### config.mk
export PLATFORM = sky130hd
export DESIGN_NAME = edge_change_irq
export DESIGN_NICKNAME = d
export VERILOG_FILES = /design/src/rtl/edge_irq_pkg.sv /design/src/rtl/edge_sampler.sv /design/src/rtl/edge_cfg_regs.sv /design/src/rtl/edge_flag_unit.sv /design/src/rtl/edge_change_irq.sv
export SDC_FILE = /design/constraint.sdc
export NUM_CORES = 1
export LEC_CHECK = 0
export BUFFER_PORTS_ARGS = -buffer_cell sky130_fd_sc_hd__buf_4
export CORE_MARGIN = 2
export CORE_UTILIZATION = 45
export CTS_CLUSTER_DIAMETER = 120
export DETAILED_ROUTE_END_ITERATION = 7
export GPL_ROUTABILITY_DRIVEN = 0
export PLACE_DENSITY_LB_ADDON = 0.15
export SYNTH_ARGS = -nofsm -noshare
export SYNTH_HDL_FRONTEND = slang
export SYNTH_SLANG_ARGS = --single-unit
### constraint.sdc
create_clock -name clk -period 2.9 [get_ports clk]
set_clock_uncertainty 0.15 [all_clocks]
set_input_delay 0.29 -clock clk [delete_from_list [all_inputs] [get_ports clk]]
set_output_delay 0.29 -clock clk [all_outputs]
set_load 0.01 [all_outputs]
### src/rtl/edge_irq_pkg.sv
package edge_irq_pkg;

  localparam int DATA_W = 8;

  localparam logic [7:0] OFS_ID     = 8'h00;
  localparam logic [7:0] OFS_CLR    = 8'h01;
  localparam logic [7:0] OFS_STAT   = 8'h02;
  localparam logic [7:0] OFS_CTRL   = 8'h03;
  localparam logic [7:0] PORT_BASE  = 8'h40;
  localparam logic [7:0] PORT_STEP  = 8'h10;
  localparam logic [7:0] SUB_RISE   = 8'h02;
  localparam logic [7:0] SUB_FALL   = 8'h03;

  localparam int CLR_EDGE_BIT = 3;
  localparam int CLR_OVF_BIT  = 2;

  // control register layout, LSB last
  typedef struct packed {
    logic fall_gate;   // bit 4
    logic rise_gate;   // bit 3
    logic master;      // bit 2
    logic ovf_ie;      // bit 1
    logic edge_ie;     // bit 0
  } ctrl_t;

  function automatic logic [7:0] port_reg_addr(input int unsigned p, input logic [7:0] sub);
    return PORT_BASE + 8'(p) * PORT_STEP + sub;
  endfunction

  function automatic logic master_status(input logic edge_f, input logic ovf_f, input ctrl_t c);
    return c.master & ((edge_f & c.edge_ie) | (ovf_f & c.ovf_ie));
  endfunction

endpackage

### src/rtl/edge_sampler.sv
module edge_sampler #(
  parameter int LINES = 32
) (
  input  logic             clk,
  input  logic             rst_n,
  input  logic [LINES-1:0] cur,
  input  logic [LINES-1:0] rise_mask,
  input  logic [LINES-1:0] fall_mask,
  input  logic             rise_gate,
  input  logic             fall_gate,
  output logic [LINES-1:0] rise_hit,
  output logic [LINES-1:0] fall_hit,
  output logic             evt_any
);

  logic [LINES-1:0] prev_q;

  always_ff @(posedge clk) begin
    if (!rst_n) prev_q <= '0;
    else        prev_q <= cur;
  end

  assign rise_hit = cur & ~prev_q & rise_mask & {LINES{rise_gate}};
  assign fall_hit = ~cur & prev_q & fall_mask & {LINES{fall_gate}};
  assign evt_any  = (|rise_hit) | (|fall_hit);

endmodule

### src/rtl/edge_cfg_regs.sv
module edge_cfg_regs
  import edge_irq_pkg::*;
#(
  parameter int NPORTS = 4,
  parameter int PW     = 8,
  localparam int LINES = NPORTS * PW
) (
  input  logic             clk,
  input  logic             rst_n,
  input  logic             we,
  input  logic [7:0]       addr,
  input  logic [7:0]       wdata,
  output logic [LINES-1:0] rise_mask,
  output logic [LINES-1:0] fall_mask,
  output ctrl_t            ctrl_q,
  output logic             clr_edge,
  output logic             clr_ovf
);

  for (genvar p = 0; p < NPORTS; p++) begin : g_port
    logic [PW-1:0] rise_r;
    logic [PW-1:0] fall_r;
    always_ff @(posedge clk) begin
      if (!rst_n) begin
        rise_r <= '0;
        fall_r <= '0;
      end else if (we) begin
        if (addr == port_reg_addr(p, SUB_RISE)) rise_r <= wdata[PW-1:0];
        if (addr == port_reg_addr(p, SUB_FALL)) fall_r <= wdata[PW-1:0];
      end
    end
    assign rise_mask[p*PW +: PW] = rise_r;
    assign fall_mask[p*PW +: PW] = fall_r;
  end

  always_ff @(posedge clk) begin
    if (!rst_n)                         ctrl_q <= '0;
    else if (we && addr == OFS_CTRL)    ctrl_q <= ctrl_t'(wdata[4:0]);
  end

  assign clr_edge = we && (addr == OFS_CLR) && wdata[CLR_EDGE_BIT];
  assign clr_ovf  = we && (addr == OFS_CLR) && wdata[CLR_OVF_BIT];

endmodule

### src/rtl/edge_flag_unit.sv
module edge_flag_unit (
  input  logic clk,
  input  logic rst_n,
  input  logic evt,
  input  logic clr_edge,
  input  logic clr_ovf,
  output logic edge_q,
  output logic ovf_q
);

  logic ovf_set;

  // a second event counts only against a flag that survives this cycle
  assign ovf_set = evt & edge_q & ~clr_edge;

  always_ff @(posedge clk) begin
    if (!rst_n) begin
      edge_q <= 1'b0;
      ovf_q  <= 1'b0;
    end else begin
      edge_q <= evt | (edge_q & ~clr_edge);
      ovf_q  <= ovf_set | (ovf_q & ~clr_ovf);
    end
  end

endmodule

### src/rtl/edge_change_irq.sv
module edge_change_irq
  import edge_irq_pkg::*;
#(
  parameter int         NPORTS   = 4,
  parameter int         PW       = 8,
  parameter logic [7:0] ID_VALUE = 8'hA5,
  localparam int        LINES    = NPORTS * PW
) (
  input  logic             clk,
  input  logic             rst_n,
  input  logic [LINES-1:0] line_in,
  input  logic [7:0]       reg_addr,
  input  logic [7:0]       reg_wdata,
  input  logic             reg_we,
  output logic [7:0]       reg_rdata,
  output logic             irq_o
);

  logic [LINES-1:0] rise_mask, fall_mask, rise_hit, fall_hit;
  ctrl_t            ctrl_q;
  logic             clr_edge, clr_ovf, evt_any;
  logic             edge_flag, ovf_flag, mst_stat;

  edge_cfg_regs #(.NPORTS(NPORTS), .PW(PW)) u_regs (
    .clk(clk), .rst_n(rst_n), .we(reg_we), .addr(reg_addr), .wdata(reg_wdata),
    .rise_mask(rise_mask), .fall_mask(fall_mask), .ctrl_q(ctrl_q),
    .clr_edge(clr_edge), .clr_ovf(clr_ovf)
  );

  edge_sampler #(.LINES(LINES)) u_samp (
    .clk(clk), .rst_n(rst_n), .cur(line_in),
    .rise_mask(rise_mask), .fall_mask(fall_mask),
    .rise_gate(ctrl_q.rise_gate), .fall_gate(ctrl_q.fall_gate),
    .rise_hit(rise_hit), .fall_hit(fall_hit), .evt_any(evt_any)
  );

  edge_flag_unit u_flags (
    .clk(clk), .rst_n(rst_n), .evt(evt_any),
    .clr_edge(clr_edge), .clr_ovf(clr_ovf),
    .edge_q(edge_flag), .ovf_q(ovf_flag)
  );

  assign mst_stat = master_status(edge_flag, ovf_flag, ctrl_q);
  assign irq_o    = mst_stat;

  always_comb begin
    reg_rdata = 8'h00;
    if (reg_addr == OFS_ID)   reg_rdata = ID_VALUE;
    if (reg_addr == OFS_STAT) reg_rdata = {5'b0, mst_stat, ovf_flag, edge_flag};
    if (reg_addr == OFS_CTRL) reg_rdata = {3'b0, ctrl_q};
    for (int p = 0; p < NPORTS; p++) begin
      if (reg_addr == port_reg_addr(p, SUB_RISE)) reg_rdata[PW-1:0] = rise_mask[p*PW +: PW];
      if (reg_addr == port_reg_addr(p, SUB_FALL)) reg_rdata[PW-1:0] = fall_mask[p*PW +: PW];
    end
  end

endmodule

==> qor.csv <==
metric,value,unit
syn_to_final_growth,15.22,%
cts_resized,0,
synth_xor_area_share,0.1702,%
seqCellArea,0.002062,sq mm
cp_max_fo,3,
clock_latency,0.35,ns
worst_pin_slew,0.6245,ns
design_area,0.005929,sq mm
cp.arrival,2.14,ns
synth_top_area_cell,dfxtp_1,
cp.required,2.46,ns
fin_total_pwr,0.002812,W
synth_simple_gate_area_share,30.49,%
switchingPower,0.0006696,W
place_area,0.005594,sq mm
synthCells,612,
diodes,0,
drt-total-wl,16660,um
crit_family,simple AND/OR/NAND/NOR gates,
num_io_pins,60,
drtPass1Iterations,5,
root_buffer,clkbuf_16,
setup_viol,0,
cts_setup_buffers,0,
cpPeakStageDelay,0.53,ns
grt_antenna_before_repair,0,
p_clk_share,39.8,%
clockBufferDepth,2,
synth_area_leaders,"dfxtp_1 40%, nand2_1 7.9%, mux2i_1 7.8%",
irDropWorstVdd,0.0004126,V
leakagePower,2.464,nW
synth_top_area_share,40.07,%
status,"complete, no violations",
yosys.area_share.adder,0,%
die-area,0.01231,sq mm
wl_per_cell,20.72,um
max_freq,388.0,MHz
synth_top_family_by_area,simple AND/OR/NAND/NOR gates,
dp_hpwl,12350,um
cp_num_buf_inv,1,
layout-drive-gt1-share,14.67,%
grt_pass1_wl,25600,um
p_seq_share,51.7,%
numPortBuffers,59,
ys_seq_elements,103,
synth-compound-area-share,16.29,%
grt_pass1_vias,4454,
tns,0,ns
worst_hold_path_type,in2reg,
fp.dieH,110.9,um
viasPerCell,5.813,
critPathSlowestCell,or4_2,
hold_violations,0,
yosysSeqAreaShare,40.07,%
htree_levels,3,
crit_path_start_kind,register,
grt_max_degree,75,
p_int,0.002142,W
core,0.01127,sq mm
cp-end-kind,output port,
track_usage,27.53,%
cp_cell_sequence,"a22oi_1, nor2_1, or4_2, nor3b_1, o22ai_1, nand3_1, buf_4",
async_reset_ff_share,0,%
critPathKind,reg2out,
final_max_slew_viol_count,0,
syn-cell-area,0.005146,sq mm
cap_violations,0,
die_w,110.9,um
yosys.cell_types.count,53,
numCtsBuffers,9,
ant_nets,0,
nets,708,
cts_tree,built,
clock_sinks,103,
ys_warn_count,0,
finalCritPeriodShare,88.87,%
slew_headroom,58.37,%
clkTransAtPathRegs,0.07,ns
initial_core_util,45.65,%
syn_area_per_cell,8.409,sq um
synth.most_common_cell,nand2_1,
period_needed,2.577,ns
finish.utilization,52.60,%
synth_ff_type,dfxtp_1,
rsz0062_at_grt,false,
syn_nets,663,
drt_iter0_drc,485,
synth_common_cells,"108 x nand2_1, 103 x dfxtp_1, 40 x mux2i_1, 40 x nor2b_1, 35 x and2_1",
core.rowCount,39,
grt-ovfl-total,0,
synth.area.mux_share,7.780,%
n_fill_cell,1086,
switching_share,23.81,%
vias,4674,
hold_buffers,7,
power_density,474.2,mW/mm^2
synth-edff-count,0,
drc,0,
multi_input_area,0.002816,sq mm
combPwrFrac,8.5,%
[worst paths after layout]
path | start | endpoint | slack [ns] | cells past startpoint
hold reg to reg | u_regs.g_port[2].fall_r[2]$_SDFFE_PN0P_ | u_regs.g_port[2].fall_r[2]$_SDFFE_PN0P_ | 0.34 | 2
setup / recovery | u_regs.ctrl_q[1]$_SDFFE_PN0P_ | reg_rdata[2] | 0.32 | 7
hold / removal | line_in[16] | u_samp.prev_q[16]$_SDFF_PN0_ | 0.007 | 2
setup reg to reg | u_regs.g_port[2].rise_r[6]$_SDFFE_PN0P_ | u_flags.ovf_q$_SDFF_PN0_ | 0.75 | 7
[stage by stage]
| step | setup slack (ns) | std cells | hold slack (ns) |
|---|---|---|---|
| after floorplan | 0.7630 | 612 | 0.2617 |
| after global placement | 0.4892 | 782 | 0.3191 |
| after detailed placement | 0.4969 | 782 | 0.3295 |
| after CTS | 0.3331 | 804 | 0.00005657 |
| after global routing | 0.1944 | 804 | 0.006319 |
| final | 0.3228 | 804 | 0.007168 |
[placed cells by master (no fill, tap or decap), drive strengths merged, types with 4 or more instances in the layout]
| cell | synthesis | final |
|---|---|---|
| mux2i | 40 | 40 |
| nand3 | 27 | 27 |
| o21ai | 12 | 12 |
| nor3 | 12 | 12 |
| and2 | 35 | 35 |
| buf | 12 | 65 |
| and3b | 8 | 8 |
| a21oi | 21 | 21 |
| nand3b | 16 | 16 |
| nor2 | 19 | 19 |
| nor4 | 7 | 7 |
| nand2 | 109 | 109 |
| clkbuf | 26 | 11 |
| and3 | 7 | 7 |
| a2111oi | 4 | 4 |
| o22ai | 26 | 26 |
| inv | 13 | 13 |
| a31oi | 9 | 9 |
| a21boi | 32 | 32 |
| nor2b | 40 | 40 |
| a22oi | 6 | 6 |
| dlygate4sd3 | 0 | 7 |
| dfxtp | 103 | 103 |
[kinds of logic after synthesis]
group	count (synthesis)
AND/OR/NAND/NOR	293
AO/OA/AOI/OAI	124
flip-flops	103
buffers and inverters	51
multiplexers	40
XOR/XNOR	1
[layout make-up]
cell class,instances,area share [%]
clock buffers,11,4.094
clock inverters,4,0.3798
inverters,13,0.8230
multi-input cells,458,47.50
flip-flops and latches,103,34.78
well taps,143,3.018
repair buffers,72,9.411
[per-layer routing]
metal | track usage, % | vias to the layer above | wire length [um]
li1 | - | 2230 | -
met1 | 36.43 | 2194 | 7496
met2 | 43.15 | 210 | 7464
met3 | 5.522 | 40 | 928
met4 | 13.17 | 0 | 769
met5 | 0 | - | 0
[flip-flops by register name, summed over array words and instances (netlist names)]
signal                count
u_samp.prev_q            32
u_flags.ovf_q             1
u_flags.edge_q            1
u_regs.g_port.rise_r     32
u_regs.g_port.fall_r     32
u_regs.ctrl_q             5
[power by group through the flow]
stage / Combinational [W] / Sequential (W) / Clock [W]
after floorplan: 0.000133 / 0.00148 / 0
after global placement: 0.000224 / 0.00149 / 0
after detailed placement: 0.000227 / 0.00149 / 0
after CTS: 0.000235 / 0.00145 / 0.00113
after global routing: 0.000256 / 0.00146 / 0.00118
final: 0.000239 / 0.00145 / 0.00112
Note: power is estimated with default switching activity, not from simulation.
